===== src/rtl/funct3_alu_pkg.sv =====
package funct3_alu_pkg;
   typedef enum logic [2:0] {
      FN_ADD  = 3'b000,
      FN_SLL  = 3'b001,
      FN_SLT  = 3'b010,
      FN_SLTU = 3'b011,
      FN_XOR  = 3'b100,
      FN_SR   = 3'b101,
      FN_OR   = 3'b110,
      FN_AND  = 3'b111
   } data_fn_e;

   typedef enum logic [1:0] {
      CND_EQ   = 2'b00,
      CND_RSVD = 2'b01,
      CND_LT   = 2'b10,
      CND_LTU  = 2'b11
   } cond_sel_e;
endpackage


===== src/rtl/alu_addsub.sv =====
module alu_addsub #(
   parameter int XLEN = 32
) (
   input  logic [XLEN-1:0] a,
   input  logic [XLEN-1:0] b,
   input  logic            sub,
   output logic [XLEN-1:0] sum,
   output logic            flag_zero,
   output logic            flag_lt,
   output logic            flag_ltu
);
   localparam int MSB = XLEN - 1;

   logic [XLEN:0]   wide;
   logic [XLEN-1:0] b_eff;
   logic            ovf;

   assign b_eff     = b ^ {XLEN{sub}};
   assign wide      = {1'b0, a} + {1'b0, b_eff} + {{XLEN{1'b0}}, sub};
   assign sum       = wide[MSB:0];
   assign ovf       = (a[MSB] ^ b[MSB]) & (sum[MSB] ^ a[MSB]);
   assign flag_zero = (sum == '0);
   assign flag_lt   = sum[MSB] ^ ovf;
   assign flag_ltu  = ~wide[XLEN];

   always_comb begin
      if (sub) begin
         p_zero_means_equal_r8: assert (flag_zero == (a == b))
            else $error("zero flag disagrees with operand equality");
         p_ltu_matches_compare_r4: assert (flag_ltu == (a < b))
            else $error("unsigned-below flag disagrees with compare");
      end
   end
endmodule


===== src/rtl/alu_shifter.sv =====
module alu_shifter #(
   parameter int XLEN        = 32,
   parameter bit BARREL_IMPL = 1'b1,
   localparam int SHW        = $clog2(XLEN)
) (
   input  logic [XLEN-1:0] din,
   input  logic [SHW-1:0]  amount,
   input  logic            left,
   input  logic            arith,
   output logic [XLEN-1:0] dout
);
   generate
      if (BARREL_IMPL) begin : g_barrel
         logic [XLEN-1:0] stage [0:SHW];
         logic [XLEN-1:0] flip_in;
         logic [XLEN-1:0] flip_out;
         logic            fill;

         always_comb begin
            for (int i = 0; i < XLEN; i++) flip_in[i] = din[XLEN-1-i];
         end

         assign fill     = arith & ~left & din[XLEN-1];
         assign stage[0] = left ? flip_in : din;

         for (genvar s = 0; s < SHW; s++) begin : g_stage
            localparam int STEP = 1 << s;
            assign stage[s+1] = amount[s]
               ? {{STEP{fill}}, stage[s][XLEN-1:STEP]}
               : stage[s];
         end

         always_comb begin
            for (int i = 0; i < XLEN; i++) flip_out[i] = stage[SHW][XLEN-1-i];
         end

         assign dout = left ? flip_out : stage[SHW];
      end else begin : g_operator
         always_comb begin
            if (left)       dout = din << amount;
            else if (arith) dout = XLEN'($signed(din) >>> amount);
            else            dout = din >> amount;
         end
      end
   endgenerate

   always_comb begin
      if (amount == '0) begin
         p_zero_shift_identity_r6: assert (dout == din)
            else $error("shift by zero altered the operand");
      end
   end
endmodule


===== src/rtl/alu_branch_cond.sv =====
module alu_branch_cond
   import funct3_alu_pkg::*;
(
   input  logic       enable,
   input  logic [2:0] fn_code,
   input  logic       flag_zero,
   input  logic       flag_lt,
   input  logic       flag_ltu,
   output logic       taken
);
   cond_sel_e sel;
   logic      raw;

   assign sel = cond_sel_e'(fn_code[2:1]);

   always_comb begin
      unique case (sel)
         CND_EQ:   raw = flag_zero;
         CND_LT:   raw = flag_lt;
         CND_LTU:  raw = flag_ltu;
         default:  raw = 1'b0;
      endcase
   end

   assign taken = enable & (sel != CND_RSVD) & (raw ^ fn_code[0]);
endmodule


===== src/rtl/funct3_alu.sv =====
module funct3_alu
   import funct3_alu_pkg::*;
#(
   parameter int XLEN        = 32,
   parameter bit BARREL_IMPL = 1'b1
) (
   input  logic [31:0] op_a,
   input  logic [31:0] op_b,
   input  logic [2:0]  fn_code,
   input  logic        fn_mod,
   input  logic        reg_form,
   input  logic        branch_sel,
   output logic [31:0] result,
   output logic        taken
);
   localparam int SHW = $clog2(XLEN);

   generate
      if (XLEN != 32) begin : g_bad_width
         $error("funct3_alu: port widths require XLEN == 32");
      end
      if ((1 << SHW) != XLEN) begin : g_bad_pow2
         $error("funct3_alu: XLEN must be a power of two");
      end
   endgenerate

   data_fn_e        fn;
   logic            do_sub;
   logic [XLEN-1:0] sum;
   logic [XLEN-1:0] shifted;
   logic            f_zero, f_lt, f_ltu;

   assign fn     = data_fn_e'(fn_code);
   assign do_sub = branch_sel | (fn == FN_SLT) | (fn == FN_SLTU)
                 | ((fn == FN_ADD) & fn_mod & reg_form);

   alu_addsub #(.XLEN(XLEN)) u_addsub (
      .a(op_a), .b(op_b), .sub(do_sub), .sum(sum),
      .flag_zero(f_zero), .flag_lt(f_lt), .flag_ltu(f_ltu)
   );

   alu_shifter #(.XLEN(XLEN), .BARREL_IMPL(BARREL_IMPL)) u_shift (
      .din(op_a), .amount(op_b[SHW-1:0]), .left(fn == FN_SLL),
      .arith(fn_mod), .dout(shifted)
   );

   alu_branch_cond u_cond (
      .enable(branch_sel), .fn_code(fn_code), .flag_zero(f_zero),
      .flag_lt(f_lt), .flag_ltu(f_ltu), .taken(taken)
   );

   always_comb begin
      unique case (fn)
         FN_ADD:  result = sum;
         FN_SLL:  result = shifted;
         FN_SLT:  result = {{(XLEN-1){1'b0}}, f_lt};
         FN_SLTU: result = {{(XLEN-1){1'b0}}, f_ltu};
         FN_XOR:  result = op_a ^ op_b;
         FN_SR:   result = shifted;
         FN_OR:   result = op_a | op_b;
         default: result = op_a & op_b;
      endcase
   end

   always_comb begin
      if (!branch_sel) begin
         p_idle_not_taken_r10: assert (!taken)
            else $error("taken raised outside branch mode");
      end
      if (branch_sel && fn_code[2:1] == 2'b01) begin
         p_reserved_not_taken_r9: assert (!taken)
            else $error("reserved branch code reported taken");
      end
      if (branch_sel && fn_code == 3'b000) begin
         p_beq_equal_r8: assert (taken == (op_a == op_b))
            else $error("equal branch disagrees with operands");
      end
      if (!branch_sel && fn_code[2:1] == 2'b01) begin
         p_set_single_bit_r3: assert (result[XLEN-1:1] == '0)
            else $error("set-if-below produced upper bits");
      end
   end
endmodule


===== config.mk =====
export PLATFORM = sky130hd
export DESIGN_NAME = funct3_alu
export DESIGN_NICKNAME = d
export VERILOG_FILES = /design/src/rtl/funct3_alu_pkg.sv /design/src/rtl/alu_addsub.sv /design/src/rtl/alu_shifter.sv /design/src/rtl/alu_branch_cond.sv /design/src/rtl/funct3_alu.sv
export SDC_FILE = /design/constraint.sdc
export NUM_CORES = 1
export LEC_CHECK = 0
export CAP_MARGIN = 20
export CELL_PAD_IN_SITES_DETAIL_PLACEMENT = 1
export CELL_PAD_IN_SITES_GLOBAL_PLACEMENT = 2
export CORE_ASPECT_RATIO = 0.8
export CORE_MARGIN = 2
export CORE_UTILIZATION = 43
export DETAILED_ROUTE_END_ITERATION = 8
export DONT_BUFFER_PORTS = 1
export GPL_ROUTABILITY_DRIVEN = 0
export PLACE_DENSITY_LB_ADDON = 0.1
export SLEW_MARGIN = 20
export SYNTH_ARGS = -nofsm -noshare
export SYNTH_HDL_FRONTEND = slang
export SYNTH_HIERARCHICAL = 1
export SYNTH_SLANG_ARGS = --single-unit

===== constraint.sdc =====
create_clock -name vclk -period 21.3
set_input_delay 4.26 -clock vclk [all_inputs]
set_output_delay 4.26 -clock vclk [all_outputs]
set_load 0.005 [all_outputs]

### After elaboration in Yosys (flattened, before gate mapping)

Index checks and enable logic that the tools add are counted.

| cells by class | value |
|---|---|
| add/sub/neg operators | 2 |
| reductions and logical operators | 4 |
| equality and inequality tests | 9 |
| bitwise operators | 20 |
| multiplexer cells | 9 |

Operators by type and width:

| cell | number |
|---|---|
| $mux 32 | 7 |
| $pmux 32 s6 | 1 |
| $xor 32x32->32 | 2 |
| $add 32x32->33 | 1 |
| $add 33x1->33 | 1 |
| $and 32x32->32 | 1 |
| $logic_not 32->1 | 1 |
| $or 32x32->32 | 1 |
| $eq 3x3->1 const B | 3 |
| $and 1x1->1 | 7 |
| $eq 3x2->1 const B | 2 |
| $eq 2x2->1 const B | 2 |
| $xor 1x1->1 | 4 |
| $eq 3x1->1 const B | 1 |
| $logic_not 3->1 | 1 |
| $or 1x1->1 | 3 |
| $pmux 1 s3 | 1 |
| $logic_not 2->1 | 1 |
| $ne 2x1->1 const B | 1 |
| $not 1->1 | 2 |
| $reduce_or 2->1 | 1 |

| word-level totals | value |
|---|---|
| input port bits | 70 |
| register bits | 0 |
| output and inout port bits | 33 |
| word-level logic and storage cells | 44 |

### Longest topological paths before layout

| logic depth | value |
|---|---|
| word-level depth | 13 |
| mapped depth | 23 |
| mapped depth without buffers | 19 |

### Hierarchy

The synthesis kept the hierarchy.

Modules (own cells, without submodules):

| module | seq. area each (sq um) | times used | area an instance (sq um) | cells an instance |
|---|---|---|---|---|
| alu_shifter | 0.0 | 1 | 3,594.7 | 461 |
| funct3_alu | 0.0 | 1 | 2,725.1 | 349 |
| alu_addsub | 0.0 | 1 | 2,248.4 | 317 |
| alu_branch_cond | 0.0 | 1 | 51.3 | 7 |

### Least setup slack after synthesis

No wires, ideal clock.

| timing | value |
|---|---|
| kind | input-to-output |
| start point | input fn_code[1] |
| end point | output taken |
| data required time | 17.040 ns |
| arrival time | 9.500 ns |
| slack | 7.540 ns |
| stages | 22 |
| path buffers | 6 |
| cells stage by stage | buf_4 -> buf_6 -> buf_4 -> a31oi_1 -> o21bai_1 -> buf_6 -> clkbuf_1 -> xor2_1 -> ha_1 -> clkbuf_1 -> or3_1 -> nor3_1 -> nor3_1 -> or4_1 -> or4_1 -> nor4_1 -> or4b_1 -> or4b_1 -> nor4_2 -> xnor2_1 -> or4b_1 -> nand3_1 |

| on the way | value |
|---|---|
| elaborated cells on any way between the ends | 24 |
| classes of those cells | 2 x add/sub; 5 x eq/ne; 1 x mux; 13 x bitwise; 3 x reduce/logical |

RTL lines:

| item | line | RTL |
|---|---|---|
| from (decl) | funct3_alu.sv:9 | `input logic [2:0] fn_code,` |
| $eq 3x2->1 or $logic_not 3->1 (tied branches) | funct3_alu.sv:34, funct3_alu.sv:35 |  |
| $or 1x1->1 or $and 1x1->1 (tied branches) (2 in series) | funct3_alu.sv:34, funct3_alu.sv:35 |  |
| $or 1x1->1 (*) | funct3_alu.sv:35 | `\| ((fn == FN_ADD) & fn_mod & reg_form);` |
| via do_sub | funct3_alu.sv:28 | `logic do_sub;` |
| $xor 32x32->32 | alu_addsub.sv:18 | `assign b_eff = b ^ {XLEN{sub}};` |
| $add 32x32->33 | alu_addsub.sv:19 | `assign wide = {1'b0, a} + {1'b0, b_eff} + {{XLEN{1'b0}}, sub};` |
| $add 33x1->33 (*) | alu_addsub.sv:19 |  |
| via sum[5] | funct3_alu.sv:29 | `logic [XLEN-1:0] sum;` |
| $logic_not 32->1 (*) | alu_addsub.sv:22 | `assign flag_zero = (sum == '0);` |
| via f_zero | funct3_alu.sv:31 | `logic f_zero, f_lt, f_ltu;` |
| $pmux 1 s3 (*) | alu_branch_cond.sv:17 | `unique case (sel)` |
| $xor 1x1->1 (*) | alu_branch_cond.sv:25 | `assign taken = enable & (sel != CND_RSVD) & (raw ^ fn_code[0]);` |
| $and 1x1->1 (*) | alu_branch_cond.sv:25 |  |
| to (decl) | funct3_alu.sv:14 | `output logic taken` |

Mark *: on every way through the listed nets, which the timed path passes. The rest lies on a longest branch.

### Worst setup path in the final report

| timing | value |
|---|---|
| start point | input fn_code[0] |
| end point | output taken |

The elaborated chain is that of the path after synthesis.

==> flow_summary.yaml <==
worst_setup_path:
  startpoint_type: "primary input"
  end_kind: "output port"
  cp_data_arrival_time_ns: 10.43
  crit_buf_inv: 2
  path_delay_family: "simple AND/OR/NAND/NOR gates"
  cp_data_required_time_ns: 17.04
  critPathSlowestCell: "or4b_1"
  worst-setup-path-type: "in2out"
  crit_path_cell_trace: "inv_2 > a31oi_1 > o21bai_4 > buf_4 > xor2_1 > ha_1 > a21oi_1 > o22ai_1 > a211oi_1 > and4_1 > nor3_1 > or4_1 > nor4_1 > or4b_1 > or4b_1 > nor4_2 > xnor2_1 > or4b_1 > nand3_1"
  cp_max_fo: 54
  cp_common_cell: "or4b_1"
  slowest_delay_ns: 0.53
layout:
  multi_input_area_um2: 7800
  final_util: 0.433
  drive_above_1_share: 0.117
  nFillCells: 2518
  clockBufferCount: 0
  fin_nets: 1229
  n_antenna_cell: 0
  seq_cell_count: 0
  area_growth_pct: -0.842
  regArea_um2: 0
synth:
  yosys-top-cells-count: "ha_1 (98), inv_1 (96), nand2_1 (80), nor2_1 (67), mux2i_1 (63)"
  synth_area_leader_cell: "ha_1"
  ys_seq_area_frac: 0
  synth_most_common_cell: "ha_1"
  avgSynthCellArea_um2: 7.60
  synth_area_um2: 8620
  yosysTopAreaCellShare: 0.142
  yosys_warnings: 6
  synth.distinct_cells: 80
  synth_nets: 1303
  netlist_top_cells_area: "ha_1 (14%), mux4_2 (8.9%), mux2i_1 (7.3%)"
  syn_inst: 1134
die:
  die_h_um: 131
  die-area_um2: 21200
  io_pins: 103
  start_util: 0.437
  die_w_um: 162
  fp-row-count: 46
  core_area_um2: 19700
placed_design:
  place_hpwl_um: 29900
  io_buffers: 0
detailed_routing:
  postRouteAntennaNets: 0
  vias_per_cell: 6.85
  vias: 9050
  drt_first_iter_violations: 1126
  drtPass1Iterations: 6
  wirelength_um: 38500
  post_drt_wl_per_cell_um: 29.1
  drc: 0
clocking:
  cts_setup_buffers: 0
  cts_hold_buf: 0
  cts_resized: 0
grt:
  antenna_found_initial: 0
  globalRouteTotalUtil: 0.355
  grt_pass1_wl_um: 56900
  first_global_vias: 8649
  overflow: 0
  grt_max_degree: 96
hold_path:
  hp-class: "in2out"
timing:
  fin_tns_setup_ns: 0
  slew_headroom: 0.315
  hold_viol: 0
  period_share: 0.689
  rsz0062_at_grt: "false"
  finalSetupViolCount: 0
  tightest_slew_ns: 1.03
  fin_crit_ns: 14.69
  fmax_mhz: 68.1
  slew_violations: 0
power:
  ir_worst_vdd_mv: 0.0194
  p_per_area_nw_per_um2: 32.3
  power.leakage_uw: 0.00366
status:
  outcome: "finished clean"
job:
  drv_cap: 0
[cells in the final DEF, fill, tap and decap left out, types with 13 or more instances in the layout]
master,instances
nand3_1,17
a21o_1,19
a31oi_1,24
nor2_1,67
xnor2_1,17
nand2_1,80
inv_1,96
mux2_2,48
o21ai_0,34
a21boi_1,16
xor2_1,39
o22ai_1,21
nor2b_1,49
mux4_2,34
o221ai_1,27
a21oi_1,58
mux2i_1,63
a211oi_1,15
nor3_1,17
ha_1,98
and3_1,13
[worst paths after layout]
kind	startpoint	endpoint	slack (ns)	cells past startpoint
setup / recovery	fn_code[0]	taken	6.61	19
hold / removal	fn_code[1]	result[30]	8.57	1
[per-layer routing]
layer / GRT usage / vias up / share of wire
li1: - / 4116 / -
met1: 0.513 / 4443 / 0.45
met2: 0.516 / 457 / 0.41
met3: 0.126 / 34 / 0.13
met4: 0.0484 / 0 / 0.017
met5: 0 / - / 0
[kinds of logic (layout without fill, tap and decap cells)]
family / count (synthesis) / in the layout / share of synthesized area
AO/OA/AOI/OAI: 344 / 344 / 0.293
XOR/XNOR: 56 / 56 / 0.0569
adder cells (fa/ha/maj): 99 / 99 / 0.145
buffers and inverters: 181 / 105 / 0.0970
multiplexers: 148 / 148 / 0.229
AND/OR/NAND/NOR: 306 / 306 / 0.180
[area by class of cell]
class / count / area share
inverter: 99 / 0.0435
multi-input combinational: 953 / 0.913
tap: 264 / 0.0386
timing repair buffer: 6 / 0.00527
[power breakdown]
group | total (µW) | leakage, µW | switching (µW) | internal [µW]
combinational | 276 | 0.00366 | 163 | 113
clock | 0 | 0 | 0 | 0
sequential | 0 | 0 | 0 | 0
total | 276 | 0.00366 | 163 | 113
[per-stage QoR]
| step | instance area [µm²] | total power [µW] | setup WS (ns) | hold slack, ns | std cells |
|---|---|---|---|---|---|
| 2_1_floorplan | 8620 | 212 | 7.54 | 8.65 | 1134 |
| 3_3_place_gp | 8550 | 264 | 6.88 | 8.57 | 1322 |
| 3_5_place_dp | 8550 | 267 | 6.72 | 8.57 | 1322 |
| 4_1_cts | 8550 | 269 | 6.71 | 8.57 | 1322 |
| 5_1_grt | 8550 | 297 | 6.35 | 8.57 | 1322 |
| 6_report | 8550 | 276 | 6.61 | 8.57 | 1322 |
Power figures use the tool's default switching activity.
